### config.mk
export PLATFORM = sky130hd
export DESIGN_NAME = acc_pair
export DESIGN_NICKNAME = d
export VERILOG_FILES = /design/src/rtl/acc_pair_pkg.sv /design/src/rtl/acc_load_unit.sv /design/src/rtl/acc_add_unit.sv /design/src/rtl/acc_pair.sv
export SDC_FILE = /design/constraint.sdc
export NUM_CORES = 1
export LEC_CHECK = 0
export ABC_CLOCK_PERIOD_IN_PS = 3500
export BUFFER_PORTS_ARGS = -buffer_cell sky130_fd_sc_hd__buf_4
export CAP_MARGIN = 40
export CORE_UTILIZATION = 35
export CTS_CLUSTER_DIAMETER = 120
export DETAILED_ROUTE_END_ITERATION = 16
export HOLD_SLACK_MARGIN = 0.02
export PLACE_DENSITY = 0.63
export SLEW_MARGIN = 15
export SYNTH_ARGS = -nofsm -noshare
export SYNTH_HDL_FRONTEND = slang
export SYNTH_SLANG_ARGS = --single-unit
### constraint.sdc
create_clock -name clk -period 3.5 [get_ports clk]
set_input_delay 0.7 -clock clk [delete_from_list [all_inputs] [get_ports clk]]
set_output_delay 0.7 -clock clk [all_outputs]
set_load 0.02 [all_outputs]
### src/rtl/acc_pair_pkg.sv
package acc_pair_pkg;
  typedef enum logic {
    OP_LOAD = 1'b0,
    OP_ADDC = 1'b1
  } acc_op_e;

  typedef struct packed {
    acc_op_e op;
    logic    word;
    logic    cin;
  } acc_ctl_t;
endpackage

### src/rtl/acc_load_unit.sv
module acc_load_unit #(
  parameter int WIDTH = 16,
  parameter int LANE  = 8
) (
  input  logic             word,
  input  logic [WIDTH-1:0] data,
  input  logic [WIDTH-1:0] cur_a,
  input  logic [WIDTH-1:0] cur_t,
  output logic [WIDTH-1:0] next_a,
  output logic [WIDTH-1:0] next_t
);
  localparam int UPPER = WIDTH - LANE;

  always_comb begin
    if (word) begin
      next_a = data;
      next_t = cur_a;
    end else begin
      next_a = {cur_a[WIDTH-1 -: UPPER], data[LANE-1:0]};
      next_t = {cur_t[WIDTH-1 -: UPPER], cur_a[LANE-1:0]};
    end
  end
endmodule

### src/rtl/acc_add_unit.sv
module acc_add_unit #(
  parameter int WIDTH = 16,
  parameter int LANE  = 8
) (
  input  logic             word,
  input  logic             cin,
  input  logic [WIDTH-1:0] cur_a,
  input  logic [WIDTH-1:0] cur_t,
  output logic [WIDTH-1:0] next_a,
  output logic             cout
);
  localparam int UPPER = WIDTH - LANE;

  logic [WIDTH:0] wide_sum;
  logic [LANE:0]  lane_sum;

  always_comb begin
    wide_sum = {1'b0, cur_a} + {1'b0, cur_t} + {{WIDTH{1'b0}}, cin};
    lane_sum = {1'b0, cur_a[LANE-1:0]} + {1'b0, cur_t[LANE-1:0]} + {{LANE{1'b0}}, cin};
    if (word) begin
      next_a = wide_sum[WIDTH-1:0];
      cout   = wide_sum[WIDTH];
    end else begin
      next_a = {cur_a[WIDTH-1 -: UPPER], lane_sum[LANE-1:0]};
      cout   = lane_sum[LANE];
    end
  end
endmodule

### src/rtl/acc_pair.sv
module acc_pair #(
  parameter int WIDTH = 16,
  parameter int LANE  = 8
) (
  input  logic             clk,
  input  logic             rst_n,
  input  logic             req_valid,
  output logic             req_ready,
  input  logic             req_op,
  input  logic             req_word,
  input  logic [WIDTH-1:0] req_data,
  input  logic             req_cin,
  output logic [WIDTH-1:0] acc_a,
  output logic [WIDTH-1:0] acc_t,
  output logic             carry_out
);
  import acc_pair_pkg::*;

  acc_ctl_t         ctl;
  logic             take;
  logic [WIDTH-1:0] ld_a, ld_t, add_a;
  logic             add_c;
  logic [WIDTH-1:0] a_q, t_q;
  logic             c_q;

  assign ctl       = '{op: acc_op_e'(req_op), word: req_word, cin: req_cin};
  assign req_ready = rst_n;
  assign take      = req_valid && req_ready;

  acc_load_unit #(.WIDTH(WIDTH), .LANE(LANE)) u_load (
    .word   (ctl.word),
    .data   (req_data),
    .cur_a  (a_q),
    .cur_t  (t_q),
    .next_a (ld_a),
    .next_t (ld_t)
  );

  acc_add_unit #(.WIDTH(WIDTH), .LANE(LANE)) u_add (
    .word   (ctl.word),
    .cin    (ctl.cin),
    .cur_a  (a_q),
    .cur_t  (t_q),
    .next_a (add_a),
    .cout   (add_c)
  );

  always_ff @(posedge clk or negedge rst_n) begin
    if (!rst_n) begin
      a_q <= '0;
      t_q <= '0;
      c_q <= 1'b0;
    end else if (take) begin
      unique case (ctl.op)
        OP_LOAD: begin
          a_q <= ld_a;
          t_q <= ld_t;
        end
        OP_ADDC: begin
          a_q <= add_a;
          c_q <= add_c;
        end
        default: ;
      endcase
    end
  end

  assign acc_a     = a_q;
  assign acc_t     = t_q;
  assign carry_out = c_q;
endmodule

* Word-level counts from Yosys, hierarchy flattened *
Index checks and enable logic that the tools add are counted.

operators by class
  add/sub/neg operators = 4
  equality and inequality tests = 2
  muxes and demuxes = 4
  bitwise gates (word level) = 1
  reductions and logical operators = 5

operators with widths
  kind                                                                      count
  16-bit 2-to-1 mux                                                         2
  16-bit case mux with 2 select lines                                       1
  16-bit by 16-bit adder with 17-bit output                                 1
  17-bit by 1-bit adder with 17-bit output                                  1
  8-bit by 8-bit adder with 9-bit output                                    1
  9-bit by 1-bit adder with 9-bit output                                    1
  3-bit AND reduction                                                       2
  2-bit AND reduction                                                       2
  2-bit by 1-bit inequality test with 1-bit output (second input constant)  1
  2-bit inequality test (second input constant)                             1
  1-bit logical AND                                                         1
  1-bit 2-to-1 mux                                                          1
  1-bit inverter                                                            1

word-level totals
  register bits = 33
  input port bits = 22
  output and inout port bits = 34
  logic and storage cells = 21

* Depth between registers and ports, before layout *
Gate-level depths: netlist (run 1).

  depth after elaboration = 4
  gate-level depth with buffers = 9
  depth with buffers taken out = 9

* Modules after synthesis *
Synthesis (run 1) repeated with hierarchy kept, for this count alone.

unflattened totals
  cells, all modules = 266
  area, all modules = 2713.9 µm²

by module, submodules not included
  module         instances  cells each  area an instance (µm²)
  acc_pair       1          111         1475.2
  acc_add_unit   1          121         869.6
  acc_load_unit  1          34          369.1

* Worst setup path before layout (run 1) *
OpenSTA, ideal clock, no wires.

  kind = in2reg
  start point = input port req_cin
  end point = register c_q, in the netlist carry_out
  setup time = 104 ps
  arrival = 2711 ps
  data required time = 3396 ps
  slack = 685 ps
  stages = 9
  path buffers = 0
  cells stage by stage = fa_1 inv_1 fa_1 and2b_1 o2111ai_2 a21oi_2 nor2_2 or4_1 a221oi_1

on the way
  word-level cells in the longest chain between the ends = 2
  elaborated cells between the ends (all ways) = 3

ends and longest elaborated chain
  item                                                                                                       RTL line                                RTL
  start, declared                                                                                            acc_pair.sv:12                          input logic req_cin,
  17-bit by 1-bit adder with 17-bit output / 9-bit by 1-bit adder with 9-bit output (equally long branches)  acc_add_unit.sv:18, acc_add_unit.sv:19
  1-bit 2-to-1 mux (*)                                                                                       acc_add_unit.sv:20                      if (word) begin
  end signal, assigned                                                                                       acc_pair.sv:52                          c_q <= 1'b0;
  end signal, assigned                                                                                       acc_pair.sv:61                          c_q <= add_c;
  end, declared                                                                                              acc_pair.sv:24                          logic c_q;

Mark *: on every way between the ends. The rest lies on a longest branch, timed or not.
A chain may end at the register's enable or synchronous reset.

* Worst setup path in the final report (run 1) *
Ends and elaborated chain as after synthesis.

==> results of run 1 <==
## how the worst max path moves through the flow
stage,from,endpoint,depth (start not counted)
finish,req_cin,carry_out,10
detailed placement,req_cin,carry_out,10
global route,req_cin,carry_out,10
floorplan,req_cin,carry_out,9
global placement,req_cin,carry_out,10
CTS,req_cin,carry_out,10
## where the power goes
part | switching [mW] | leakage, nW | total (mW) | internal (mW)
clock | 0.130 | 0.0395 | 0.271 | 0.141
combinational | 0.990 | 0.826 | 1.82 | 0.827
sequential | 0.184 | 0.411 | 0.744 | 0.560
total | 1.30 | 1.28 | 2.83 | 1.53
## state kept, by name, indices dropped and copies added (netlist names)
name and cells:
acc_a 16, acc_t 16, carry_out 1
## synthesized netlist by cell type, types with 2 or more instances
| library cell | instances |
|---|---|
| a21o_1 | 3 |
| nor3_1 | 2 |
| nand2_1 | 19 |
| o21bai_1 | 3 |
| xnor2_1 | 7 |
| mux2_2 | 15 |
| ha_1 | 15 |
| fa_1 | 2 |
| nor2_1 | 6 |
| o31ai_1 | 2 |
| xor2_1 | 5 |
| nand4_1 | 4 |
| o21ai_0 | 23 |
| o21a_1 | 5 |
| a211oi_1 | 3 |
| clkbuf_1 | 5 |
| nor3b_1 | 6 |
| buf_4 | 4 |
| nand2b_1 | 2 |
| dfrtp_1 | 33 |
| inv_1 | 7 |
| a21oi_1 | 18 |
| a32oi_1 | 3 |
| mux2i_1 | 5 |
## metrics by stage
stage	cell area, sq um	setup WS [ps]	hold WS, ps	cells
after floorplan	2170	685	404	218
after global routing	2720	561	516	348
after detailed placement	2640	442	526	340
after global placement	2640	503	527	340
final	2720	728	460	348
after CTS	2720	724	481	348
## metal layers
layer	vias to the layer above	track usage
li1	916	-
met3	7	0.0348
met4	0	0.0607
met5	-	0
met1	877	0.241
met2	65	0.262
## layout make-up
class,instances,area share
tap,75,0.0346
sequential,33,0.304
multi-input combinational,167,0.462
clock buffer,8,0.0295
timing repair buffer,58,0.160
inverter,7,0.00968
## cell families (layout without fill, tap and decap cells)
family,count (synthesis),in the layout,share of synthesized area
AO/OA/AOI/OAI,72,72,0.215
AND/OR/NAND/NOR,46,46,0.108
flip-flops,33,33,0.380
multiplexers,20,20,0.101
buffers and inverters,18,73,0.0421
adder cells (fa/ha/maj),17,17,0.105
XOR/XNOR,12,12,0.0484
## worst max-delay path: stages
cell and delay [ps]:
buf_4 90, fa_1 210, inv_1 60, fa_1 390
and2b_1 240, o2111ai_2 130, a21oi_2 240, nor2_2 80
or4_1 510, a221oi_1 290
==> flow_metrics.py, run 1 <==
metrics = {
    "sta": {
        "rsz0062_at_grt": "no",
        "slew-limit-headroom": 0.667,
        "skew_ps": 2.97,
        "setup-tns-final_ps": 0,
        "finalCriticalPeriod_ps": 2770,
        "worstMarginPinSlew_ps": 498,
        "setup_violations": 0,
        "slew_viol_final": 0,
        "finalHoldViolations": 0,
        "fmax_mhz": 361,
        "fin_crit_sh": 0.792,
    },
    "pwr": {
        "totalPowerFinal_mw": 2.83,
        "ir_worst_vdd_mv": 0.349,
        "leakage_nw": 1.28,
        "cellPowerDensity_nw_per_um2": 1040,
    },
    "placement": {
        "place_congestion": 0.823,
        "dp_hpwl_um": 3880,
        "port_buffers": 55,
    },
    "cells_and_area": {
        "post_route_cells_drive_above_1_share": 0.300,
        "fillers": 597,
        "utilization": 0.456,
        "regArea_sq_um": 826,
        "antenna_cells": 0,
        "area_delta_synth_final_pct": 25.1,
        "layout_common_cells": "buf_4 (58), dfrtp_1 (33), o21ai_0 (23)",
        "nets": 311,
        "mostFrequentLayoutCell": "buf_4",
        "multi_input_area_sq_um": 1250,
    },
    "yosys": {
        "synth-edff-count": 0,
        "yosys.area.top_type": "dfrtp_1",
        "ys_warn_count": 0,
        "syn_nets": 257,
        "synth_top_area_frac": 0.380,
        "ys_seq_elements": 33,
        "synth_area_leaders": "dfrtp_1 (38%), ha_1 (8.6%), mux2_2 (7.8%), o21ai_0 (5.3%), a21oi_1 (4.1%)",
        "seq_area_frac_synth": 0.380,
        "synthCells": 218,
        "synthFlopType": "dfrtp_1",
        "synthDistinctLibCells": 45,
        "syn_avg_cell_area_sq_um": 9.96,
        "netlist_area_sq_um": 2170,
        "ys_async_sr_fraction": 1.00,
    },
    "worst_setup_path": {
        "worstReg2RegStart": "acc_a[0]",
        "critPathKind": "in2reg",
        "r2r_end": "carry_out",
        "arrival_ps": 2950,
        "critical_path_peak_fanout": 3,
        "worst_setup_path_end_kind": "flop",
        "crit_required_ps": 3680,
        "r2r_slack_ps": 790,
        "r2r_cells": 9,
        "start_kind": "primary input",
    },
    "cts": {
        "hold_buffers": 0,
        "cts_root_buf": "clkbuf_8",
        "clk_pin_slew_worst_paths_ps": 60,
        "htree_levels": 2,
        "cts_buffer_depth": 2,
        "post_cts_resized": 0,
        "cts_sinks": 33,
        "post-cts-setup-buffers": 0,
        "insertion_delay_ps": 280,
        "cts_buffers": 5,
        "cts_tree": "yes",
    },
    "detailed_routing": {
        "wl_per_cell_um": 14.8,
        "vias_per_cell": 5.36,
        "first_pass_iters": 4,
        "routed_wl_um": 5160,
        "met3_wirelength_um": 349,
        "drc": 0,
        "met1Wirelength_um": 2470,
        "via_count": 1865,
        "first_iter_violations": 108,
        "top_layer": "met4",
        "met2_length_um": 2260,
        "final_antenna_net_count": 0,
    },
    "die": {
        "die_w_um": 80.8,
        "rows": 28,
        "ios": 56,
        "fp.dieH_um": 80.8,
        "coreArea_sq_um": 5960,
        "die_area_sq_um": 6520,
        "initial_core_util": 0.364,
    },
    "grt": {
        "grt_pass1_vias": 1739,
        "grt_overflow": 0,
        "grt.total_usage": 0.172,
        "grt_first_pass_wirelength_um": 8450,
        "antenna_found_initial": 0,
        "grt_max_degree": 35,
    },
    "min_path": {
        "hold_class": "in2async",
    },
    "run": {
        "cap_violations": 0,
    },
    "outcome": {
        "outcome": "complete, no violations",
    },
}
Note: power is estimated with default switching activity, not from simulation.
==> inputs of run 2 (changes only) <==
- ABC_AREA: unset -> 1
- ABC_CLOCK_PERIOD_IN_PS: 3500 -> 2900
- PLACE_DENSITY: 0.63 -> 0.62
- clock period: 3.5 -> 2.9 ns (I/O delays scaled with it)
==> run 2 against run 1 <==
First-iteration DRC count decreased by 22%. Utilization down 0.075 points. Cell area is 7.1% higher. Largest cell class unchanged. Register-to-register slack better by 100 ps.
==> flow_metrics.py, run 2 <==
metrics = {
    "outcome": {
        "outcome": "complete, no violations",
    },
    "detailed_routing": {
        "wl_per_cell_um": 13.5,
        "vias_per_cell": 4.86,
        "via_count": 2178,
        "routed_wl_um": 6030,
        "final_antenna_net_count": 0,
        "drc": 0,
        "first_iter_violations": 84,
        "first_pass_iters": 4,
    },
    "yosys": {
        "synthCells": 312,
        "ys_seq_elements": 33,
        "syn_avg_cell_area_sq_um": 7.43,
        "syn_nets": 351,
        "synthDistinctLibCells": 35,
        "synth.most_common_cell": "nand2_1",
        "netlist_area_sq_um": 2320,
        "synth_common_cells": "nand2_1 (90), inv_1 (42), dfrtp_1 (33), nand3_1 (24), nor2_1 (17)",
        "synth_area_leaders": "dfrtp_1 (36%), nand2_1 (15%), ha_1 (8.1%), inv_1 (6.8%), nand3_1 (5.2%)",
        "yosys.area.top_type": "dfrtp_1",
        "synth-edff-count": 0,
        "ys_async_sr_fraction": 1.00,
        "synth_top_area_frac": 0.356,
        "synthFlopType": "dfrtp_1",
        "ys_warn_count": 0,
        "seq_area_frac_synth": 0.356,
    },
    "sta": {
        "fmax_mhz": 498,
        "slew_viol_final": 0,
        "slew-limit-headroom": 0.667,
        "skew_ps": 6.52,
        "setup-tns-final_ps": 0,
        "holdWs_ps": 163,
        "finalHoldViolations": 0,
        "setup_violations": 0,
        "rsz0062_at_grt": "no",
        "worstMarginPinSlew_ps": 498,
        "finalCriticalPeriod_ps": 2010,
        "fin_crit_sh": 0.692,
    },
    "cells_and_area": {
        "post_route_cells_drive_above_1_share": 0.251,
        "nets": 409,
        "layout_common_cells": "nand2_1 (90), buf_4 (57), inv_1 (42)",
        "utilization": 0.455,
        "final_area_sq_um": 2910,
        "fillers": 655,
        "mostFrequentLayoutCell": "nand2_1",
        "antenna_cells": 0,
        "area_delta_synth_final_pct": 25.4,
    },
    "min_path": {
        "hold_class": "in2async",
    },
    "cts": {
        "clk_pin_slew_worst_paths_ps": 70,
        "post-cts-setup-buffers": 0,
        "cts_root_buf": "clkbuf_8",
        "hold_buffers": 0,
        "insertion_delay_ps": 290,
        "post_cts_resized": 0,
        "cts_buffer_depth": 2,
        "cts_tree": "yes",
        "cts_sinks": 33,
        "cts_buffers": 5,
        "htree_levels": 2,
    },
    "die": {
        "ios": 56,
        "die_w_um": 83.4,
        "die_area_sq_um": 6950,
        "coreArea_sq_um": 6390,
        "rows": 29,
        "fp.dieH_um": 83.4,
        "initial_core_util": 0.363,
    },
    "grt": {
        "grt_pass1_vias": 2190,
        "antenna_found_initial": 0,
        "grt_overflow": 0,
        "grt_max_degree": 20,
        "grt_first_pass_wirelength_um": 10300,
        "grt.total_usage": 0.186,
    },
    "pwr": {
        "leakage_nw": 1.56,
        "ir_worst_vdd_mv": 0.350,
        "cellPowerDensity_nw_per_um2": 1030,
    },
    "worst_setup_path": {
        "critPathKind": "reg2reg",
        "critical_path_peak_fanout": 4,
        "worst_setup_path_end_kind": "flop",
        "start_kind": "flop",
        "arrival_ps": 2180,
        "crit_required_ps": 3080,
    },
    "placement": {
        "postPlaceCellArea_sq_um": 2810,
        "dp_hpwl_um": 4730,
        "port_buffers": 55,
        "place_congestion": 0.817,
    },
    "run": {
        "cap_violations": 0,
    },
}
[run 2: worst max-delay path: stages, from the launching register on]
cell and delay [ps]:
dfrtp_1 430, fa_1 230, inv_1 60, fa_1 390
nand3b_1 180, nand2_2 100, nand2_1 80, nand2_2 90
nand2_1 70, nand2_1 80, nand2_1 50, nand3_1 80
nand2_1 50
[run 2: area by class of cell]
cell class	instances	area (sq um)	share of cell area
Multi-Input combinational cell	226	1280	0.440
Sequential cell	33	826	0.284
Timing Repair Buffer	57	428	0.147
Inverter	47	176	0.0607
Clock buffer	7	96.3	0.0331
Tap cell	77	96.3	0.0331
Clock inverter	1	5.00	0.00172
[run 2: metrics by stage]
stage               total power [mW]  worst slack (ps)  cells
floorplan                       2.04               904    312
global placement                2.58               687    440
detailed placement              2.60               627    440
CTS                             3.01               880    448
global route                    3.26               683    448
finish                          2.99               893    448
[run 2: cell families after synthesis]
family,after synthesis,share of synthesized area
compound gates,53,0.146
flops,33,0.356
fa+ha+maj,17,0.0983
buf+inv,53,0.0918
simple gates,151,0.287
mux,1,0.00486
xor+xnor,4,0.0151
[run 2: worst paths after layout]
| kind | from | to | slack, ps | cells past startpoint |
|---|---|---|---|---|
| max | acc_a[0] | acc_a[12] | 890 | 12 |
| min | rst_n | acc_t[1] | 160 | 1 |
| max reg2reg | acc_a[0] | acc_a[12] | 890 | 12 |
| min reg2reg | acc_t[2] | acc_t[2] | 520 | 2 |
| max in group asynchronous | rst_n | acc_t[7] | 2210 | 2 |
| min in group clk | req_data[4] | acc_a[4] | 500 | 3 |
[run 2: power by group]
| group | switching, mW | internal, mW | leakage [nW] |
|---|---|---|---|
| clock | 0.180 | 0.215 | 0.0542 |
| combinational | 1.09 | 0.718 | 1.09 |
| sequential | 0.158 | 0.630 | 0.413 |
[run 2: layer usage]
layer	part of all wire	global-route usage
met5	0	0
met4	0.011	0.0470
met3	0.041	0.0378
met2	0.46	0.302
met1	0.49	0.255
